$ cat config.mk
export PLATFORM = sky130hd
export DESIGN_NAME = shadow_pwm
export DESIGN_NICKNAME = d
export VERILOG_FILES = /design/src/rtl/spwm_pkg.sv /design/src/rtl/spwm_ctrl.sv /design/src/rtl/spwm_chan.sv /design/src/rtl/shadow_pwm.sv
export SDC_FILE = /design/constraint.sdc
export NUM_CORES = 1
export LEC_CHECK = 0
export ABC_AREA = 1
export BUFFER_PORTS_ARGS = -buffer_cell sky130_fd_sc_hd__buf_2
export CAP_MARGIN = 20
export CORE_ASPECT_RATIO = 0.5
export CORE_UTILIZATION = 35
export DETAILED_ROUTE_END_ITERATION = 8
export GPL_ROUTABILITY_DRIVEN = 0
export GPL_TIMING_DRIVEN = 0
export PLACE_DENSITY_LB_ADDON = 0.25
export SYNTH_ARGS = -nofsm -noshare
export SYNTH_HDL_FRONTEND = slang
export SYNTH_HIERARCHICAL = 1
export SYNTH_SLANG_ARGS = --single-unit
$ cat constraint.sdc
create_clock -name clk -period 8.9 [get_ports clk]
set_input_delay 2.225 -clock clk [delete_from_list [all_inputs] [get_ports clk]]
set_output_delay 2.225 -clock clk [all_outputs]
set_load 0.005 [all_outputs]
$ cat src/rtl/spwm_pkg.sv
package spwm_pkg;
  localparam int DATA_W = 32;
  localparam int CNT_W  = 16;
  localparam int PRE_W  = 10;
  localparam int PER_W  = 23;

  localparam int ACT_LVL_LSB  = 16;
  localparam int IDLE_LVL_LSB = 18;
  localparam int CDIV_LSB     = 20;
  localparam int END_LSB      = 16;

  localparam logic [1:0] LVL_HIGH = 2'b11;

  typedef struct packed {
    logic run;
    logic load;
  } chStrobe_t;

  function automatic logic [3:0] prescaleShift(input logic [2:0] code);
    case (code)
      3'd5:    prescaleShift = 4'd6;
      3'd6:    prescaleShift = 4'd8;
      3'd7:    prescaleShift = 4'd10;
      default: prescaleShift = {1'b0, code};
    endcase
  endfunction
endpackage

$ cat src/rtl/spwm_ctrl.sv
module spwm_ctrl
  import spwm_pkg::*;
#(
  parameter int NUM_CH = 4,
  parameter int ADDR_W = 8
) (
  input  logic                           clk,
  input  logic                           rstN,
  input  logic                           wrEn,
  input  logic [ADDR_W-1:2]              addr,
  input  logic [DATA_W-1:0]              wrData,
  output logic [DATA_W-1:0]              rdData,
  input  logic [NUM_CH-1:0]              boundary,
  output chStrobe_t [NUM_CH-1:0]         strobes,
  output logic [NUM_CH-1:0][DATA_W-1:0]  shadowAct,
  output logic [NUM_CH-1:0][DATA_W-1:0]  shadowPer,
  output logic [NUM_CH-1:0]              ctrlQ,
  output logic [NUM_CH-1:0]              pendQ
);
  localparam int IDX_W = ADDR_W - 4;

  logic [IDX_W-1:0] regIdx;
  logic [1:0]       aliasSel;
  logic             hitCtrl;
  logic [NUM_CH-1:0] hitAct, hitPer;
  logic [NUM_CH-1:0] ctrlNext;

  assign regIdx   = addr[ADDR_W-1:4];
  assign aliasSel = addr[3:2];
  assign hitCtrl  = (regIdx == '0);

  function automatic logic [DATA_W-1:0] aliasWord(input logic [DATA_W-1:0] old,
                                                  input logic [DATA_W-1:0] d,
                                                  input logic [1:0]        sel);
    case (sel)
      2'd0:    aliasWord = d;
      2'd1:    aliasWord = old | d;
      2'd2:    aliasWord = old & ~d;
      default: aliasWord = old ^ d;
    endcase
  endfunction

  always_comb begin
    case (aliasSel)
      2'd0:    ctrlNext = wrData[NUM_CH-1:0];
      2'd1:    ctrlNext = ctrlQ | wrData[NUM_CH-1:0];
      2'd2:    ctrlNext = ctrlQ & ~wrData[NUM_CH-1:0];
      default: ctrlNext = ctrlQ ^ wrData[NUM_CH-1:0];
    endcase
  end

  always_ff @(posedge clk or negedge rstN) begin
    if (!rstN)                ctrlQ <= '0;
    else if (wrEn && hitCtrl) ctrlQ <= ctrlNext;
  end

  for (genvar i = 0; i < NUM_CH; i++) begin : g_chReg
    assign hitAct[i] = (regIdx == IDX_W'(2 * i + 1));
    assign hitPer[i] = (regIdx == IDX_W'(2 * i + 2));

    always_ff @(posedge clk or negedge rstN) begin
      if (!rstN) begin
        shadowAct[i] <= '0;
        shadowPer[i] <= '0;
        pendQ[i]     <= 1'b0;
      end else begin
        if (wrEn && hitAct[i]) shadowAct[i] <= aliasWord(shadowAct[i], wrData, aliasSel);
        if (wrEn && hitPer[i]) shadowPer[i] <= aliasWord(shadowPer[i], wrData, aliasSel);
        if (wrEn && hitPer[i])   pendQ[i] <= 1'b1;
        else if (strobes[i].load) pendQ[i] <= 1'b0;
      end
    end

    assign strobes[i].run  = ctrlQ[i];
    assign strobes[i].load = pendQ[i] && (boundary[i] || !ctrlQ[i]);
  end

  always_comb begin
    rdData = '0;
    if (hitCtrl) rdData = DATA_W'(ctrlQ);
    for (int i = 0; i < NUM_CH; i++) begin
      if (hitAct[i]) rdData = shadowAct[i];
      if (hitPer[i]) rdData = shadowPer[i];
    end
  end
endmodule

$ cat src/rtl/spwm_chan.sv
module spwm_chan
  import spwm_pkg::*;
(
  input  logic              clk,
  input  logic              rstN,
  input  chStrobe_t         strobe,
  input  logic [DATA_W-1:0] shadowAct,
  input  logic [PER_W-1:0]  shadowPer,
  output logic              boundary,
  output logic              pwmOut
);
  logic [PRE_W-1:0] preCnt, preMax;
  logic [CNT_W-1:0] cnt, workStart, workEnd, workLen;
  logic [2:0]       workCdiv;
  logic [1:0]       workActLvl, workIdleLvl;
  logic             tick, wrapEdge, inActive, activeHigh, idleHigh;

  assign preMax   = {PRE_W{1'b1}} >> (PRE_W - int'(prescaleShift(workCdiv)));
  assign tick     = (preCnt == preMax);
  assign wrapEdge = tick && (({1'b0, cnt} + (CNT_W+1)'(1)) >= {1'b0, workLen});
  assign boundary = strobe.run && wrapEdge;

  assign inActive   = (cnt >= workStart) && (cnt < workEnd);
  assign activeHigh = (workActLvl == LVL_HIGH);
  assign idleHigh   = (workIdleLvl == LVL_HIGH);

  always_ff @(posedge clk or negedge rstN) begin
    if (!rstN) begin
      preCnt <= '0;
      cnt    <= '0;
    end else if (!strobe.run) begin
      preCnt <= '0;
      cnt    <= '0;
    end else begin
      preCnt <= tick ? '0 : preCnt + 1'b1;
      if (tick) cnt <= wrapEdge ? '0 : cnt + 1'b1;
    end
  end

  always_ff @(posedge clk or negedge rstN) begin
    if (!rstN) begin
      workStart   <= '0;
      workEnd     <= '0;
      workLen     <= '0;
      workCdiv    <= '0;
      workActLvl  <= '0;
      workIdleLvl <= '0;
    end else if (strobe.load) begin
      workStart   <= shadowAct[CNT_W-1:0];
      workEnd     <= shadowAct[END_LSB +: CNT_W];
      workLen     <= shadowPer[CNT_W-1:0];
      workCdiv    <= shadowPer[CDIV_LSB +: 3];
      workActLvl  <= shadowPer[ACT_LVL_LSB +: 2];
      workIdleLvl <= shadowPer[IDLE_LVL_LSB +: 2];
    end
  end

  always_ff @(posedge clk or negedge rstN) begin
    if (!rstN)                        pwmOut <= 1'b0;
    else if (strobe.run && inActive)  pwmOut <= activeHigh;
    else                              pwmOut <= idleHigh;
  end
endmodule

$ cat src/rtl/shadow_pwm.sv
module shadow_pwm
  import spwm_pkg::*;
#(
  parameter int NUM_CH = 4,
  parameter int ADDR_W = 8
) (
  input  logic              clk,
  input  logic              rstN,
  input  logic              wrEn,
  input  logic [ADDR_W-1:2] addr,
  input  logic [31:0]       wrData,
  output logic [31:0]       rdData,
  output logic [NUM_CH-1:0] pwmOut
);
  chStrobe_t [NUM_CH-1:0]         strobes;
  logic [NUM_CH-1:0][DATA_W-1:0]  shadowAct, shadowPer;
  logic [NUM_CH-1:0]              boundVec, ctrlQ, pendQ, runVec, loadVec;

  spwm_ctrl #(.NUM_CH(NUM_CH), .ADDR_W(ADDR_W)) u_ctrl (
    .clk(clk), .rstN(rstN), .wrEn(wrEn), .addr(addr), .wrData(wrData),
    .rdData(rdData), .boundary(boundVec), .strobes(strobes),
    .shadowAct(shadowAct), .shadowPer(shadowPer), .ctrlQ(ctrlQ), .pendQ(pendQ)
  );

  for (genvar i = 0; i < NUM_CH; i++) begin : g_chan
    assign runVec[i]  = strobes[i].run;
    assign loadVec[i] = strobes[i].load;

    spwm_chan u_chan (
      .clk(clk), .rstN(rstN), .strobe(strobes[i]),
      .shadowAct(shadowAct[i]), .shadowPer(shadowPer[i][PER_W-1:0]),
      .boundary(boundVec[i]), .pwmOut(pwmOut[i])
    );
  end
endmodule

==> impl_metrics.env <==
export IMPL_avgSynthCellArea_um2=8.14
export IMPL_multi_input_area_mm2=0.0247
export IMPL_rows=90
export IMPL_place_worst_setup_slack_ps=2500
export IMPL_crit_path_cell_trace="buf_2 -> nor2_4 -> nand3_2 -> inv_2 -> clkbuf_1 -> nand2_1 -> nand4_1 -> buf_2"
export IMPL_synth_seq_cells=592
export IMPL_antenna_found_initial=6
export IMPL_grt_max_degree=111
export IMPL_vias=40100
export IMPL_wirelength_mm=168
export IMPL_grt_pass1_wl_mm=249
export IMPL_fp_coreArea_mm2=0.122
export IMPL_cts_setup_buffers=0
export IMPL_cp_end_kind="output port"
export IMPL_postRouteAntennaNets=0
export IMPL_cts_root_buf="clkbuf_16"
export IMPL_clock_latency_ps=660
export IMPL_synth_cells=5336
export IMPL_ff2ff_setup_slack_ps=4460
export IMPL_synth_fp_nets=6097
export IMPL_crit_path_end="rdData[24]"
export IMPL_io_pins=77
export IMPL_timing_rr_end="g_chan[1].u_chan/workEnd[3]"
export IMPL_holdBufCountCts=0
export IMPL_die_w_um=500
export IMPL_cpPeakStageDelay_ps=730
export IMPL_track_usage_pct=26.5
export IMPL_clkTransAtPathRegs_ps=60
export IMPL_dp_hpwl_mm=130
export IMPL_synth_top_cell_area_share_pct=34.1
export IMPL_total_power_mw=11.1
export IMPL_final_hold_viol_count=0
export IMPL_dr_first_iter_drc_count=4548
export IMPL_rsz0062_at_grt="false"
export IMPL_slowest_stage="clkbuf_1"
export IMPL_syn_area_mm2=0.0434
export IMPL_tightest_slew_ps=1230
export IMPL_synthTopCellsByArea="dfrtp_1, ha_1, nand2_1"
export IMPL_firstDrtPassIters=6
export IMPL_async_flop_share_pct=100
export IMPL_finalHoldWorstSlack_ps=525
export IMPL_setup_worst_path_class="primary input to output port"
export IMPL_gr_total_overflow=0
export IMPL_fin_tns_setup_ps=0
export IMPL_yosysWarningCount=6
export IMPL_finalCritPeriodShare_pct=73.4
export IMPL_fillers=12400
export IMPL_timing_rr_start="g_chan[1].u_chan/cnt[0]"
export IMPL_slew_headroom_pct=18.0
export IMPL_ctsResizeCount=0
export IMPL_fin_skew_ps=26.4
export IMPL_die_y_um=251
export IMPL_dieArea_mm2=0.126
export IMPL_cts_htree_levels=3
export IMPL_area_growth_pct=11.4
export IMPL_cts_buffer_depth=3
export IMPL_hp_class="register to register"
export IMPL_ir_drop_mv=0.124
export IMPL_path_depth=8
export IMPL_hold_depth=1
export IMPL_grt_pass1_vias=38400
export IMPL_fin_ws_ps=2370
export IMPL_ys_seq_area_share_pct=34.1
export IMPL_crit_arrival_ps=4310
export IMPL_cts_sinks=592
export IMPL_post_dp_cell_area_mm2=0.0461
export IMPL_outcome="completed"
export IMPL_cts_made_buffers=68
export IMPL_cp_common_cell="buf_2"
export IMPL_power_density_mw_per_mm2=230
export IMPL_fin_util_pct=39.7
export IMPL_crit_buf_inv=4
export IMPL_slew_violations=0
export IMPL_start_kind="primary input"
export IMPL_initial_core_util_pct=35.7
export IMPL_reg2reg_depth=22
export IMPL_synth_edff_count=0
export IMPL_synth_main_ff_cell="dfrtp_1"
export IMPL_crit_family="buffers and inverters"
export IMPL_dp_cells=7073
export IMPL_cts_tree="yes"
export IMPL_fin_cells=7194
export IMPL_worstPathRequired_ps=6680
export IMPL_nNetsFinal=6249
export IMPL_ys_types=38
export IMPL_critPathLaunch="addr[5]"
export IMPL_viasPerCell=5.58
export IMPL_period_needed_ps=6530
export IMPL_maxCapViolCount=0
export IMPL_p_leak_nw=23.4
export IMPL_wire_per_inst_um=23.3
export IMPL_post_synth_top_area_cell="dfrtp_1"
export IMPL_drive_above_1_share_pct=7.87
export IMPL_remaining_drc_errors=0
export IMPL_fin_area_mm2=0.0484
export IMPL_setup_viol=0
export IMPL_io_buffers=75
export IMPL_clock_fmax_mhz=153
export IMPL_register_area_mm2=0.0148
export IMPL_cp_max_fo=10
## worst reg2reg max path, delay by kind of cell, from the launching register on
kind            cells  cell delay [ps]
buf+inv             6             1510
xor+xnor            1              150
fa+ha+maj           2              550
compound gates      2              170
simple gates       11             1520
flops               1              450
## placed cells by master (no fill, tap or decap), types with 5 or more instances in the layout
| cell | instances |
|---|---|
| a211oi_1 | 5 |
| a21oi_1 | 139 |
| a21oi_2 | 24 |
| buf_1 | 14 |
| buf_16 | 6 |
| buf_2 | 148 |
| buf_4 | 17 |
| buf_6 | 12 |
| bufinv_16 | 9 |
| clkbuf_1 | 128 |
| clkbuf_16 | 70 |
| clkbuf_2 | 5 |
| clkbuf_8 | 7 |
| clkinv_2 | 14 |
| dfrtp_1 | 592 |
| ha_1 | 720 |
| inv_1 | 716 |
| inv_2 | 32 |
| mux2_2 | 8 |
| nand2_1 | 1072 |
| nand2_2 | 31 |
| nand3_1 | 253 |
| nand3_2 | 17 |
| nand3b_1 | 7 |
| nand4_1 | 72 |
| nor2_1 | 217 |
| nor2_2 | 5 |
| nor2_4 | 20 |
| nor3_1 | 54 |
| nor3b_1 | 16 |
| o211ai_1 | 466 |
| o21a_1 | 8 |
| o21ai_0 | 470 |
| o21ai_1 | 48 |
| o22ai_1 | 12 |
| xnor2_1 | 12 |
| xor2_1 | 64 |
## worst min-delay path by stage
| stage | slack [ps] | from | endpoint |
|---|---|---|---|
| after floorplan | 470 | g_chan[0].u_chan/preCnt[0] | g_chan[0].u_chan/preCnt[0] |
| final | 520 | g_chan[2].u_chan/preCnt[0] | g_chan[2].u_chan/preCnt[0] |
| after global routing | 540 | g_chan[1].u_chan/workEnd[5] | g_chan[1].u_chan/workEnd[5] |
| after global placement | 490 | u_ctrl/shadowPer[55] | u_ctrl/shadowPer[55] |
| after detailed placement | 510 | g_chan[0].u_chan/workLen[0] | g_chan[0].u_chan/workLen[0] |
| after CTS | 520 | u_ctrl/shadowPer[49] | g_chan[1].u_chan/workActLvl[1] |
## Yosys cell counts, types with 17 or more instances
cell	number
nand2_1	1072
ha_1	720
nor2_4	20
nor2_1	217
nand2_2	31
inv_2	32
o21ai_1	48
clkbuf_1	119
a21oi_2	24
nor3_1	54
inv_1	716
buf_2	74
o211ai_1	466
nand3_1	253
a21oi_1	139
nand4_1	72
nand3_2	17
xor2_1	64
dfrtp_1	592
o21ai_0	470
## power by group
part,total (mW),internal (mW),switching [mW]
registers,4.39,3.48,0.913
logic,3.69,1.25,2.44
clock network,3.04,1.77,1.27
## registers in the layout (all words and copies together) (netlist names)
signal / cells
u_ctrl/shadowAct: 128
u_ctrl/shadowPer: 128
g_chan.u_chan/cnt: 64
g_chan.u_chan/workEnd: 64
g_chan.u_chan/workLen: 64
g_chan.u_chan/workStart: 64
g_chan.u_chan/preCnt: 40
g_chan.u_chan/workCdiv: 12
g_chan.u_chan/workActLvl: 8
g_chan.u_chan/workIdleLvl: 8
g_chan.u_chan/pwmOut: 4
u_ctrl/ctrlQ: 4
u_ctrl/pendQ: 4
## final cells by class
type	count	area share (%)
well taps	1656	4.28
inverters	749	5.81
diodes	1	0.00517
clock buffers	86	3.89
clock inverters	33	0.895
plain buffers	240	2.38
flip-flops and latches	592	30.6
repair buffers	82	1.15
multi-input cells	3755	51.0
## logic make-up after synthesis
group	count (synthesis)	share of synthesized area (%)
fa+ha+maj	720	20.7
flops	592	34.1
xor+xnor	76	1.53
mux	8	0.207
buf+inv	989	9.12
simple gates	1770	17.6
compound gates	1181	16.7
## metal layers
metal	vias up	part of all wire (%)	global-route usage [%]	wire [um]
li1	18200	-	-	-
met1	19600	43	35.8	72100
met2	1910	43	39.9	71500
met3	393	9.2	5.78	15500
met4	10	5.2	13.1	8720
met5	-	0.039	0	65
No activity file was read; power rests on OpenSTA's default activity.
